$ cat src/rtl/pit_pkg.sv
package pit_pkg;

    localparam int CNT_W  = 16;
    localparam int PRE_W  = 4;
    localparam int REG_W  = 16;
    localparam int ADDR_W = 3;

    localparam logic [ADDR_W-1:0] OFS_CTRL = 3'd0;
    localparam logic [ADDR_W-1:0] OFS_MOD  = 3'd2;
    localparam logic [ADDR_W-1:0] OFS_CNT  = 3'd4;

    localparam int BIT_EN   = 0;
    localparam int BIT_RLD  = 1;
    localparam int BIT_FLAG = 2;
    localparam int BIT_IE   = 3;
    localparam int BIT_OVW  = 4;
    localparam int BIT_DBG  = 5;
    localparam int BIT_DOZE = 6;
    localparam int BIT_PRE  = 8;

    typedef struct packed {
        logic [PRE_W-1:0] pre;
        logic             doze;
        logic             dbg;
        logic             ovw;
        logic             ie;
        logic             flag;
        logic             rld;
        logic             en;
    } ctrl_t;

    typedef enum logic [1:0] {
        OP_HOLD,
        OP_STEP,
        OP_LOAD_LIMIT,
        OP_LOAD_VALUE
    } cnt_op_e;

    function automatic ctrl_t word_to_ctrl(input logic [REG_W-1:0] w);
        ctrl_t c;
        c.pre  = w[BIT_PRE +: PRE_W];
        c.doze = w[BIT_DOZE];
        c.dbg  = w[BIT_DBG];
        c.ovw  = w[BIT_OVW];
        c.ie   = w[BIT_IE];
        c.flag = w[BIT_FLAG];
        c.rld  = w[BIT_RLD];
        c.en   = w[BIT_EN];
        return c;
    endfunction

    function automatic logic [REG_W-1:0] ctrl_to_word(input ctrl_t c);
        logic [REG_W-1:0] w;
        w                  = '0;
        w[BIT_PRE +: PRE_W] = c.pre;
        w[BIT_DOZE]        = c.doze;
        w[BIT_DBG]         = c.dbg;
        w[BIT_OVW]         = c.ovw;
        w[BIT_IE]          = c.ie;
        w[BIT_FLAG]        = c.flag;
        w[BIT_RLD]         = c.rld;
        w[BIT_EN]          = c.en;
        return w;
    endfunction

    // True when two control values differ in anything but interrupt enable
    function automatic logic cfg_changed(input ctrl_t a, input ctrl_t b);
        ctrl_t x;
        ctrl_t y;
        x    = a;
        y    = b;
        x.ie = 1'b0;
        y.ie = 1'b0;
        return x != y;
    endfunction

endpackage

$ cat src/rtl/pit_prescaler.sv
module pit_prescaler
    import pit_pkg::*;
#(
    parameter int P_W = PRE_W
) (
    input  logic           clk,
    input  logic           rst,
    input  logic           restart,
    input  logic           run,
    input  logic           base_tick,
    input  logic [P_W-1:0] shift,
    output logic           step
);
    localparam int PH_W = (1 << P_W) - 1;

    logic [PH_W-1:0] phase;
    logic [PH_W-1:0] ph_last;

    // 2^shift - 1; the top shift wraps to all ones, which is the right value
    always_comb ph_last = (PH_W'(1) << shift) - PH_W'(1);

    always_comb step = run && base_tick && !restart && (phase == ph_last);

    always_ff @(posedge clk) begin
        if (rst || restart || !run) begin
            phase <= '0;
        end else if (base_tick) begin
            phase <= (phase == ph_last) ? '0 : phase + PH_W'(1);
        end
    end
endmodule

$ cat src/rtl/pit_downcount.sv
module pit_downcount
    import pit_pkg::*;
#(
    parameter int W = CNT_W
) (
    input  logic         clk,
    input  logic         rst,
    input  cnt_op_e      op,
    input  logic [W-1:0] limit,
    input  logic [W-1:0] load_val,
    output logic [W-1:0] count,
    output logic         expire
);
    logic [W-1:0] stepped;
    logic [W-1:0] count_d;

    always_comb begin
        stepped = (count == '0) ? limit : count - W'(1);
        unique case (op)
            OP_STEP:       count_d = stepped;
            OP_LOAD_LIMIT: count_d = limit;
            OP_LOAD_VALUE: count_d = load_val;
            default:       count_d = count;
        endcase
        expire = (op == OP_STEP) && (stepped == '0);
    end

    always_ff @(posedge clk) begin
        if (rst) count <= '0;
        else     count <= count_d;
    end
endmodule

$ cat src/rtl/pit_ctrl_regs.sv
module pit_ctrl_regs
    import pit_pkg::*;
#(
    parameter int W  = CNT_W,
    parameter int AW = ADDR_W
) (
    input  logic          clk,
    input  logic          rst,
    input  logic          wr_en,
    input  logic [AW-1:0] addr,
    input  logic [W-1:0]  wr_data,
    input  logic          expire,
    input  logic [W-1:0]  count,
    output ctrl_t         ctrl_q,
    output logic [W-1:0]  modulus,
    output logic          restart,
    output logic          ow_load,
    output logic [W-1:0]  rd_data
);
    logic  ctrl_wr;
    logic  mod_wr;
    ctrl_t wr_ctrl;
    ctrl_t old_eff;
    ctrl_t ctrl_d;

    always_comb begin
        ctrl_wr = wr_en && (addr == OFS_CTRL);
        mod_wr  = wr_en && (addr == OFS_MOD);

        wr_ctrl      = word_to_ctrl(wr_data);
        wr_ctrl.flag = 1'b0;

        old_eff = ctrl_q;
        if (wr_data[BIT_FLAG]) old_eff.flag = 1'b0;

        restart = ctrl_wr && cfg_changed(old_eff, wr_ctrl);
        ow_load = mod_wr && ctrl_q.ovw;

        ctrl_d = ctrl_wr ? wr_ctrl : ctrl_q;
        if (mod_wr) ctrl_d.flag = 1'b0;
        if (expire) ctrl_d.flag = 1'b1;
    end

    always_ff @(posedge clk) begin
        if (rst) begin
            ctrl_q  <= '0;
            modulus <= '0;
        end else begin
            ctrl_q <= ctrl_d;
            if (mod_wr) modulus <= wr_data;
        end
    end

    always_comb begin
        unique case (addr)
            OFS_CTRL: rd_data = W'(ctrl_to_word(ctrl_q));
            OFS_MOD:  rd_data = modulus;
            OFS_CNT:  rd_data = count;
            default:  rd_data = '0;
        endcase
    end
endmodule

$ cat src/rtl/pit_timer.sv
module pit_timer
    import pit_pkg::*;
#(
    parameter int W   = CNT_W,
    parameter int AW  = ADDR_W,
    parameter int P_W = PRE_W
) (
    input  logic          clk,
    input  logic          rst,
    input  logic          tick_en,
    input  logic          wr_en,
    input  logic [AW-1:0] addr,
    input  logic [W-1:0]  wr_data,
    output logic [W-1:0]  rd_data,
    output logic          irq
);
    ctrl_t        ctrl_q;
    logic [W-1:0] modulus;
    logic [W-1:0] count;
    logic [W-1:0] limit;
    logic         restart;
    logic         ow_load;
    logic         step;
    logic         expire;
    cnt_op_e      op;

    pit_ctrl_regs #(.W(W), .AW(AW)) u_regs (
        .clk     (clk),
        .rst     (rst),
        .wr_en   (wr_en),
        .addr    (addr),
        .wr_data (wr_data),
        .expire  (expire),
        .count   (count),
        .ctrl_q  (ctrl_q),
        .modulus (modulus),
        .restart (restart),
        .ow_load (ow_load),
        .rd_data (rd_data)
    );

    pit_prescaler #(.P_W(P_W)) u_pre (
        .clk       (clk),
        .rst       (rst),
        .restart   (restart),
        .run       (ctrl_q.en),
        .base_tick (tick_en),
        .shift     (ctrl_q.pre),
        .step      (step)
    );

    always_comb begin
        limit = ctrl_q.rld ? modulus : '1;
        if (restart)      op = ctrl_q.en || wr_data[BIT_EN] ? (wr_data[BIT_EN] ? OP_LOAD_LIMIT : OP_HOLD) : OP_HOLD;
        else if (ow_load) op = OP_LOAD_VALUE;
        else if (step)    op = OP_STEP;
        else              op = OP_HOLD;
    end

    // The limit on a restart comes from the newly written reload bit
    logic [W-1:0] cnt_limit;
    always_comb cnt_limit = restart ? (wr_data[BIT_RLD] ? modulus : '1) : limit;

    pit_downcount #(.W(W)) u_cnt (
        .clk      (clk),
        .rst      (rst),
        .op       (op),
        .limit    (cnt_limit),
        .load_val (wr_data),
        .count    (count),
        .expire   (expire)
    );

    always_comb irq = ctrl_q.flag && ctrl_q.ie;
endmodule

$ cat config.mk
export PLATFORM = sky130hd
export DESIGN_NAME = pit_timer
export DESIGN_NICKNAME = d
export VERILOG_FILES = /design/src/rtl/pit_pkg.sv /design/src/rtl/pit_prescaler.sv /design/src/rtl/pit_downcount.sv /design/src/rtl/pit_ctrl_regs.sv /design/src/rtl/pit_timer.sv
export SDC_FILE = /design/constraint.sdc
export NUM_CORES = 1
export LEC_CHECK = 0
export BUFFER_PORTS_ARGS = -buffer_cell sky130_fd_sc_hd__buf_2
export CAP_MARGIN = 0
export CORE_MARGIN = 5
export CORE_UTILIZATION = 55
export DETAILED_ROUTE_END_ITERATION = 8
export PLACE_DENSITY = 0.81
export SYNTH_ARGS = -nofsm -noshare
export SYNTH_HDL_FRONTEND = slang
export SYNTH_SLANG_ARGS = --single-unit
export TNS_END_PERCENT = 5
$ cat constraint.sdc
create_clock -name clk -period 3.9 [get_ports clk]
set_input_delay 0.39 -clock clk [delete_from_list [all_inputs] [get_ports clk]]
set_output_delay 0.39 -clock clk [all_outputs]
set_load 0.02 [all_outputs]
==> run_results.csv, run 1 <==
group,metric,value,unit
grt,overflow,0,
grt,grt_pass1_vias,4477,
yosys,ys_types,66,
floorplanning,die_area,0.00961,mm2
placed_design,post-place-ws,584,ps
drt,antenna_left,0,
setup_path,crit_slowest_cell,"or4_4",
yosys,syn_inst,604,
min_path,min_delay_worst_endpoint,"u_regs.modulus[15]",
timing,clock_skew,7.54,ps
power_and_ir_drop,p_leak,1.82,nW
floorplanning,core,0.00765,mm2
yosys,ys.flop_type,"dfxtp_1",
timing,period_share,87.5,%
cts,cts.sinks,58,
grt,antenna_found_initial,0,
setup_path,cpPeakStageDelay,670,ps
setup_path,cp_max_fo,28,
final_layout,syn_to_final_growth,9.89,%
setup_path,crit_family,"simple AND/OR/NAND/NOR gates",
floorplanning,die_w,98.0,um
drt,drtIter0Drc,512,
timing,min_period,3410,ps
yosys,syn_nets,632,
setup_path,reg2reg_to,"u_cnt.count[12]",
setup_path,r2r_slack,490,ps
yosys,synth-seq-cells,58,
floorplanning,initial_core_util,55.7,%
grt,grt_first_pass_wirelength,22100,um
setup_path,startpoint,"u_regs.ctrl_q[9]",
cts,cts_resized,0,
status,outcome,"completed",
yosys,syn_area,0.00426,mm2
setup_path,critPathKind,"reg -> reg",
cts,cts_root_buf,"clkbuf_8",
setup_path,startpoint_type,"register",
final_layout,drive_gt1_share,12.9,%
yosys,synthArstFlopShare,0,%
final_layout,fin_area,0.00468,mm2
final_layout,final_util,61.2,%
timing,slew_headroom,38.0,%
floorplanning,io_pins,40,
placed_design,hpwl,9500,um
yosys,avgSynthCellArea,7.06,um2
timing,max_freq,293,MHz
drt,first_pass_iters,5,
placed_design,place_congestion,0.962,
timing,rsz0062_at_grt,"false",
cts,htree_num_levels,3,
final_layout,nets,649,
yosys,synth_most_common_cell,"nor2_1",
cts,clkLatencyLatePin,350,ps
min_path,min_path_cells,3,
drt,route.detailed.drc,0,
min_path,hold_class,"in -> reg",
grt,grt_max_degree,47,
cts,path_clk_slew,70,ps
yosys,ys_top_cells_by_area,"dfxtp_1 27%, nor2_1 7.5%, a21oi_1 7.2%",
setup_path,setup.worst_path.end_class,"register",
yosys,yosysSeqAreaShare,27.2,%
cts,postCtsSetupRepairBufs,0,
setup_path,crit_chain,"buf_4 > nor3_1 > nand2_1 > ha_1 > nor4b_1 > a32o_1 > o22ai_1 > or3_1 > or4_4 > o21ai_0 > a221oi_1",
floorplanning,die_h,98.0,um
cts,cts_tree,"done",
placed_design,port_buffers,39,
floorplanning,fp-row-count,32,
drt,wl,13600,um
cts,cts_buffer_depth,2,
timing,hold_slack,293,ps
timing,fin_ws,486,ps
setup_path,crit_arrival,3590,ps
drt,num_vias,4701,
grt,grt_usage,28.2,%
timing,hold_violations,0,
cts,ctsHoldBuffers,0,
power_and_ir_drop,power,1.49,mW
yosys,synth_edf_count,0,
setup_path,rr_worst_depth,11,
yosys,yosys_warnings,0,
yosys,synth_commonest_cells,"85 x nor2_1, 74 x nand2_1, 61 x a21oi_1",
final_layout,diodes,0,
placed_design,dp.cells,712,
min_path,hold_start,"wr_data[15]",
setup_path,reg2reg_from,"u_regs.ctrl_q[9]",
drt,via_per_inst,6.46,
power_and_ir_drop,power_density,317,mW/mm2
final_layout,fill_cells,698,
cts,numCtsBuffers,9,
setup_path,crit_buf_inv,1,
yosys,yosys.area.top_type,"dfxtp_1",
yosys,synth_top_area_share,27.2,%
placed_design,dpl_cell_area,0.00450,mm2
setup_path,crit_required,4080,ps
final_layout,stdcell_count,728,
timing,worst-slew-pin-transition,931,ps
timing,tns,0,ps
run,maxCapViolations,0,
power_and_ir_drop,irDropWorstVdd,0.233,mV
drt,avgRoutedWirePerCell,18.6,um
timing,finalSetupViolCount,0,
timing,drv_slew,0,
## layer usage
layer	GRT usage [%]	routed length, um	part of all wire [%]	up-vias
li1	-	-	-	2180
met4	14.1	693	5.1	0
met1	34.2	5180	38	2178
met5	0	0	0	-
met3	6.86	1310	9.6	72
met2	46.4	6380	47	271
## where the power goes
| part | switching (mW) | internal [mW] |
|---|---|---|
| Clock | 0.263 | 0.291 |
| Sequential | 0.0139 | 0.602 |
| Combinational | 0.197 | 0.119 |
## layout by cell type (no fill, tap or decap), types with 4 or more instances in the layout
master and n:
nand3_1 16, mux2i_1 12, and2_1 6, and3_1 7, and4_1 4, xnor2_1 15
a22oi_1 8, clkinv_2 4, a21oi_1 61, buf_2 39, clkbuf_8 9, ha_1 5
dfxtp_1 58, nand2_1 74, inv_1 17, nor4b_1 5, a31oi_1 5, nand2b_1 8
xor2_1 21, mux2_2 4, buf_4 16, a221oi_1 6, nor2_1 85, o211ai_1 7
nand3b_1 6, nor3_1 20, o21ai_1 6, nand4_1 10, nor4_1 12, o21ai_0 16
nor2b_1 9
## how the worst max path moves through the flow
stage                                 end  slack, ps  cells after the start
after CTS                 u_cnt.count[12]        530                     10
after global routing       u_cnt.count[9]        230                     11
after detailed placement  u_cnt.count[12]        580                     10
after global placement    u_cnt.count[12]        670                     10
final                     u_cnt.count[12]        490                     11
after floorplan            u_cnt.count[1]        760                     14
## cells by family after synthesis
kind of cell / share of synthesized area [%]
AO/OA/AOI/OAI: 20.8
XOR/XNOR: 7.40
adder cells (fa/ha/maj): 1.47
buffers and inverters: 6.34
flip-flops: 27.2
multiplexers: 3.88
AND/OR/NAND/NOR: 32.8
## registers in the layout, indices dropped and copies added, names as in the netlist
| signal | count |
|---|---|
| u_regs.modulus | 16 |
| u_cnt.count | 16 |
| u_pre.phase | 15 |
| u_regs.ctrl_q | 11 |
## final cells by class
class	instances	area, um2	share of cell area [%]
inverter	17	63.8	1.36
sequential	58	1160	24.8
tap	102	128	2.73
clock inverter	6	57.6	1.23
timing repair buffer	55	315	6.73
multi-input combinational	480	2830	60.4
clock buffer	10	128	2.73
## worst reg2reg max path: cells and delay by family (launching register included)
kind / cells / cell delay (ps)
adder cells (fa/ha/maj): 1 / 420
AND/OR/NAND/NOR: 5 / 1610
flip-flops: 1 / 340
buffers and inverters: 1 / 270
AO/OA/AOI/OAI: 4 / 610
Note: power is estimated with default switching activity, not from simulation.
==> run 2, diff against run 1 <==
--- a/config.mk
+++ b/config.mk
@@ -11,6 +11,7 @@
 export CORE_UTILIZATION = 55
 export DETAILED_ROUTE_END_ITERATION = 8
 export PLACE_DENSITY = 0.81
+export REMOVE_ABC_BUFFERS = 1
 export SYNTH_ARGS = -nofsm -noshare
 export SYNTH_HDL_FRONTEND = slang
 export SYNTH_SLANG_ARGS = --single-unit
==> run_results.csv, run 2 (synthesized netlist as in run 1, its figures left out) <==
group,metric,value,unit
floorplanning,die_area,0.00961,mm2
cts,numCtsBuffers,9,
timing,finalSetupViolCount,0,
setup_path,cp_max_fo,28,
power_and_ir_drop,internal_power,1.09,mW
setup_path,r2r_slack,490,ps
setup_path,crit_chain,"buf_4 > nor3_1 > nand2_1 > ha_1 > nor4b_1 > a32o_1 > o22ai_1 > or3_1 > or4_4 > o21ai_0 > a221oi_1",
drt,wl,13300,um
power_and_ir_drop,p_sw_share,30.4,%
power_and_ir_drop,comb_power_share,20.2,%
floorplanning,initial_core_util,55.7,%
drt,first_pass_iters,5,
final_layout,drive_gt1_share,12.5,%
final_layout,nets,646,
grt,antenna_found_initial,0,
cts,cts_tree,"done",
power_and_ir_drop,p_leak,1.82,nW
min_path,hold_class,"in -> reg",
setup_path,cpPeakStageDelay,660,ps
placed_design,place_congestion,0.961,
timing,worst-slew-pin-transition,1000,ps
floorplanning,core,0.00765,mm2
grt,grt_first_pass_wirelength,21600,um
drt,route.detailed.drc,0,
floorplanning,die_h,98.0,um
drt,antenna_left,0,
setup_path,crit_arrival,3590,ps
power_and_ir_drop,power_density,335,mW/mm2
cts,clkLatencyLatePin,360,ps
min_path,hold_start,"wr_data[15]",
run,maxCapViolations,0,
setup_path,reg2reg_to,"u_cnt.count[12]",
setup_path,rr_worst_depth,11,
drt,num_vias,4649,
timing,clock_skew,17.1,ps
timing,rsz0062_at_grt,"false",
power_and_ir_drop,switching_power,0.478,mW
floorplanning,die_w,98.0,um
grt,grt_pass1_vias,4352,
final_layout,syn_to_final_growth,10.2,%
cts,htree_num_levels,3,
timing,max_freq,293,MHz
setup_path,reg2reg_from,"u_regs.ctrl_q[9]",
cts,cts.sinks,58,
setup_path,startpoint_type,"register",
setup_path,crit_slowest_cell,"or4_4",
cts,path_clk_slew,70,ps
timing,period_share,87.4,%
drt,drtIter0Drc,469,
floorplanning,fp-row-count,32,
placed_design,port_buffers,39,
min_path,min_path_cells,3,
cts,cts_buffer_depth,2,
floorplanning,io_pins,40,
final_layout,largest_registers,"u_cnt.count (16), u_regs.modulus (16), u_pre.phase (15)",
final_layout,diodes,0,
setup_path,critPathKind,"reg -> reg",
status,outcome,"completed",
cts,cts_root_buf,"clkbuf_8",
min_path,min_delay_worst_endpoint,"u_regs.modulus[15]",
setup_path,setup.worst_path.end_class,"register",
cts,ctsHoldBuffers,0,
drt,avgRoutedWirePerCell,18.3,um
final_layout,fill_cells,705,
final_layout,final_common_cell,"nor2_1",
power_and_ir_drop,seq_power_share,39.1,%
power_and_ir_drop,p_clk_share,40.7,%
timing,slew_headroom,33.3,%
timing,hold_slack,286,ps
timing,tns,0,ps
grt,overflow,0,
grt,grt_max_degree,47,
cts,cts_resized,0,
grt,grt_usage,27.2,%
placed_design,hpwl,9230,um
setup_path,crit_required,4080,ps
timing,hold_violations,0,
timing,min_period,3410,ps
power_and_ir_drop,irDropWorstVdd,0.169,mV
drt,via_per_inst,6.41,
final_layout,layout_common_cells,"85 x nor2_1, 74 x nand2_1, 61 x a21oi_1",
timing,drv_slew,0,
cts,postCtsSetupRepairBufs,0,
[run 2: cell types whose count changed in the layout (fill, tap and decap cells not counted), sizes merged]
| cell | before | now |
|---|---|---|
| buf | 55 | 52 |
| clkinv | 4 | 2 |
| bufinv | 1 | 2 |
| clkbuf | 10 | 11 |
[run 2: worst max-delay path: cells and delay by family, from the launching register on]
| kind | cells | cell delay (ps) |
|---|---|---|
| AO/OA/AOI/OAI | 4 | 630 |
| AND/OR/NAND/NOR | 5 | 1580 |
| flip-flops | 1 | 340 |
| adder cells (fa/ha/maj) | 1 | 430 |
| buffers and inverters | 1 | 270 |
[run 2: worst max path at each step]
| stage | endpoint | cells after the start | startpoint | slack [ps] |
|---|---|---|---|---|
| after global placement | u_cnt.count[12] | 11 | u_regs.ctrl_q[9] | 670 |
| after floorplan | u_cnt.count[10] | 10 | u_regs.ctrl_q[10] | 330 |
| after detailed placement | u_cnt.count[12] | 10 | u_regs.ctrl_q[7] | 520 |
| after CTS | u_cnt.count[12] | 10 | u_regs.ctrl_q[7] | 510 |
| final | u_cnt.count[12] | 11 | u_regs.ctrl_q[9] | 490 |
| after global routing | u_cnt.count[12] | 11 | u_regs.ctrl_q[8] | 230 |
[run 2: through the flow]
step / total power, mW / utilization [%] / setup slack (ps) / cells / instance area, um2
finish: 1.57 / 61.4 / 492 / 725 / 4690
global route: 1.62 / 61.4 / 229 / 725 / 4690
CTS: 1.56 / 61.4 / 513 / 725 / 4690
detailed placement: 0.934 / 58.5 / 520 / 709 / 4480
global placement: 0.926 / 58.5 / 675 / 709 / 4480
floorplan: 0.822 / - / 333 / 555 / 4060
[run 2: final cells by class]
cell class                 count  area (um2)  share of cell area, %
tap                          102         128                   2.72
clock buffer                  11         141                   3.01
clock inverter                 5        77.6                   1.65
timing repair buffer          52         293                   6.24
multi-input combinational    480        2830                   60.3
sequential                    58        1160                   24.7
inverter                      17        63.8                   1.36
[run 2: per-layer routing]
layer	vias to the layer above	share of wire, %	global-route usage, %
li1	2167	-	-
met1	2137	43	37.2
met2	303	43	41.1
met5	-	0	0
met4	0	3.0	12.5
met3	42	11	5.71
[run 2: power by group through the flow]
| stage | registers [mW] | clock network (mW) | logic (mW) |
|---|---|---|---|
| 2_1_floorplan | 0.627 | 0 | 0.195 |
| 3_3_place_gp | 0.628 | 0 | 0.298 |
| 3_5_place_dp | 0.628 | 0 | 0.305 |
| 4_1_cts | 0.614 | 0.639 | 0.306 |
| 5_1_grt | 0.616 | 0.665 | 0.340 |
| 6_report | 0.615 | 0.640 | 0.318 |
==> run 3, diff against run 2 <==
--- a/config.mk
+++ b/config.mk
@@ -5,7 +5,7 @@
 export SDC_FILE = /design/constraint.sdc
 export NUM_CORES = 1
 export LEC_CHECK = 0
-export BUFFER_PORTS_ARGS = -buffer_cell sky130_fd_sc_hd__buf_2
+export BUFFER_PORTS_ARGS = -buffer_cell sky130_fd_sc_hd__buf_4
 export CAP_MARGIN = 0
 export CORE_MARGIN = 5
 export CORE_UTILIZATION = 55
==> run_results.csv, run 3 (synthesized netlist as in run 1, its figures left out) <==
group,metric,value,unit
placed_design,port_buffers,39,
drt,drtIter0Drc,388,
drt,first_pass_iters,8,
cts,cts_root_buf,"clkbuf_8",
drt,wl,13000,um
final_layout,drive_gt1_share,13.0,%
final_layout,diodes,0,
grt,grt_use_met1,38.0,%
cts,numCtsBuffers,9,
placed_design,hpwl,9140,um
timing,rsz0062_at_grt,"false",
timing,fin_ws,481,ps
final_layout,syn_to_final_growth,11.8,%
cts,cts.sinks,58,
setup_path,setup.worst_path.end_class,"register",
floorplanning,initial_core_util,55.7,%
grt,grt_max_degree,47,
power_and_ir_drop,irDropWorstVdd,0.222,mV
timing,hold_violations,0,
cts,htree_num_levels,3,
grt,grt_usage,27.2,%
power_and_ir_drop,p_leak,1.83,nW
floorplanning,die_h,98.0,um
min_path,min_delay_worst_endpoint,"u_regs.modulus[2]",
setup_path,cp_max_fo,14,
timing,max_freq,292,MHz
final_layout,layout_common_cells,"85 x nor2_1, 74 x nand2_1, 61 x a21oi_1",
floorplanning,io_pins,40,
grt,met3_usage,6.36,%
floorplanning,die_area,0.00961,mm2
status,outcome,"completed",
min_path,min_path_cells,3,
timing,worst-slew-pin-transition,1230,ps
placed_design,post-place-ws,411,ps
placed_design,place_congestion,0.946,
cts,clkLatencyLatePin,340,ps
cts,path_clk_slew,80,ps
grt,grt_first_pass_wirelength,21400,um
final_layout,nets,648,
min_path,hold_start,"wr_data[2]",
floorplanning,fp-row-count,32,
drt,avgRoutedWirePerCell,17.9,um
timing,min_period,3420,ps
final_layout,fin_area,0.00477,mm2
min_path,hold_class,"in -> reg",
drt,route.detailed.drc,0,
timing,drv_slew,0,
timing,tns,0,ps
setup_path,crit_required,4090,ps
placed_design,dpl_cell_area,0.00459,mm2
grt,grt-busiest-layer,"met2",
setup_path,critPathKind,"reg -> reg",
run,maxCapViolations,0,
final_layout,largest_registers,"u_cnt.count (16), u_regs.modulus (16), u_pre.phase (15)",
grt,grt_pass1_vias,4283,
cts,cts_tree,"done",
drt,num_vias,4555,
floorplanning,die_w,98.0,um
timing,finalSetupViolCount,0,
setup_path,startpoint_type,"register",
setup_path,reg2reg_from,"u_regs.ctrl_q[9]",
floorplanning,core,0.00765,mm2
timing,slew_headroom,17.9,%
cts,cts_buffer_depth,2,
setup_path,reg2reg_to,"u_cnt.count[12]",
final_layout,final_util,62.3,%
grt,overflow,0,
setup_path,r2r_slack,480,ps
setup_path,crit_arrival,3610,ps
drt,via_per_inst,6.27,
power_and_ir_drop,power_density,299,mW/mm2
setup_path,rr_worst_depth,10,
grt,antenna_found_initial,0,
grt,grtUsageMet2,40.8,%
timing,clock_skew,15.1,ps
timing,period_share,87.7,%
drt,antenna_left,0,
final_layout,final_common_cell,"nor2_1",
## run 3: cell types whose count changed in the layout (fill, tap and decap cells not counted), sizes merged
cell	previous run	this run
clkinv	2	3
bufinv	2	0
buf	52	54
clkinvlp	1	2
## run 3: repair_timing
action	4_1_cts	5_1_grt
resized for setup	0	1
endpoints found under the setup margin	0	2
setup buffers	0	0
hold buffers	0	0
## run 3: power breakdown
| group | switching, mW | total (mW) | internal (mW) |
|---|---|---|---|
| Combinational | 0.193 | 0.319 | 0.126 |
| Clock | 0.246 | 0.491 | 0.244 |
| Sequential | 0.0138 | 0.616 | 0.602 |
| Total | 0.454 | 1.43 | 0.972 |
## run 3: area by class of cell
class | count | area [um2]
clock inverters | 5 | 30.0
repair buffers | 54 | 405
fillers | 725 | 2880
clock buffers | 11 | 141
multi-input cells | 480 | 2840
flip-flops and latches | 58 | 1160
inverters | 17 | 63.8
well taps | 102 | 128
## run 3: metal layers
metal  part of all wire (%)  vias up
met2                     44      273
li1                       -     2172
met5                      0        -
met1                     43     2086
met3                     10       24
met4                    2.3        0
## run 3: critical path, stage by stage, from the launching register on
cell	delay [ps]
dfxtp_1	620
nor3_1	120
nand2_1	90
ha_1	440
nor4b_1	390
a32o_1	170
o22ai_1	90
or3_1	350
or4_4	670
o21ai_0	220
a221oi_1	100
## run 3: worst max-delay path by stage
stage                     slack, ps         endpoint  depth (start not counted)              start
after CTS                       390  u_cnt.count[12]                         10   u_regs.ctrl_q[9]
after floorplan                 330  u_cnt.count[10]                         10  u_regs.ctrl_q[10]
after global placement          540  u_cnt.count[12]                         10   u_regs.ctrl_q[9]
final                           480  u_cnt.count[12]                         10   u_regs.ctrl_q[9]
after detailed placement        410  u_cnt.count[12]                         10   u_regs.ctrl_q[9]
after global routing            150   u_cnt.count[4]                         11   u_regs.ctrl_q[9]
## run 3: metrics by stage
step                      power, mW  hold WS (ps)  std cells
after global routing           1.50           302        727
after CTS                      1.42           308        727
after floorplan               0.822           438        555
after global placement        0.934           454        711
after detailed placement      0.938           464        711
final                          1.43           311        727
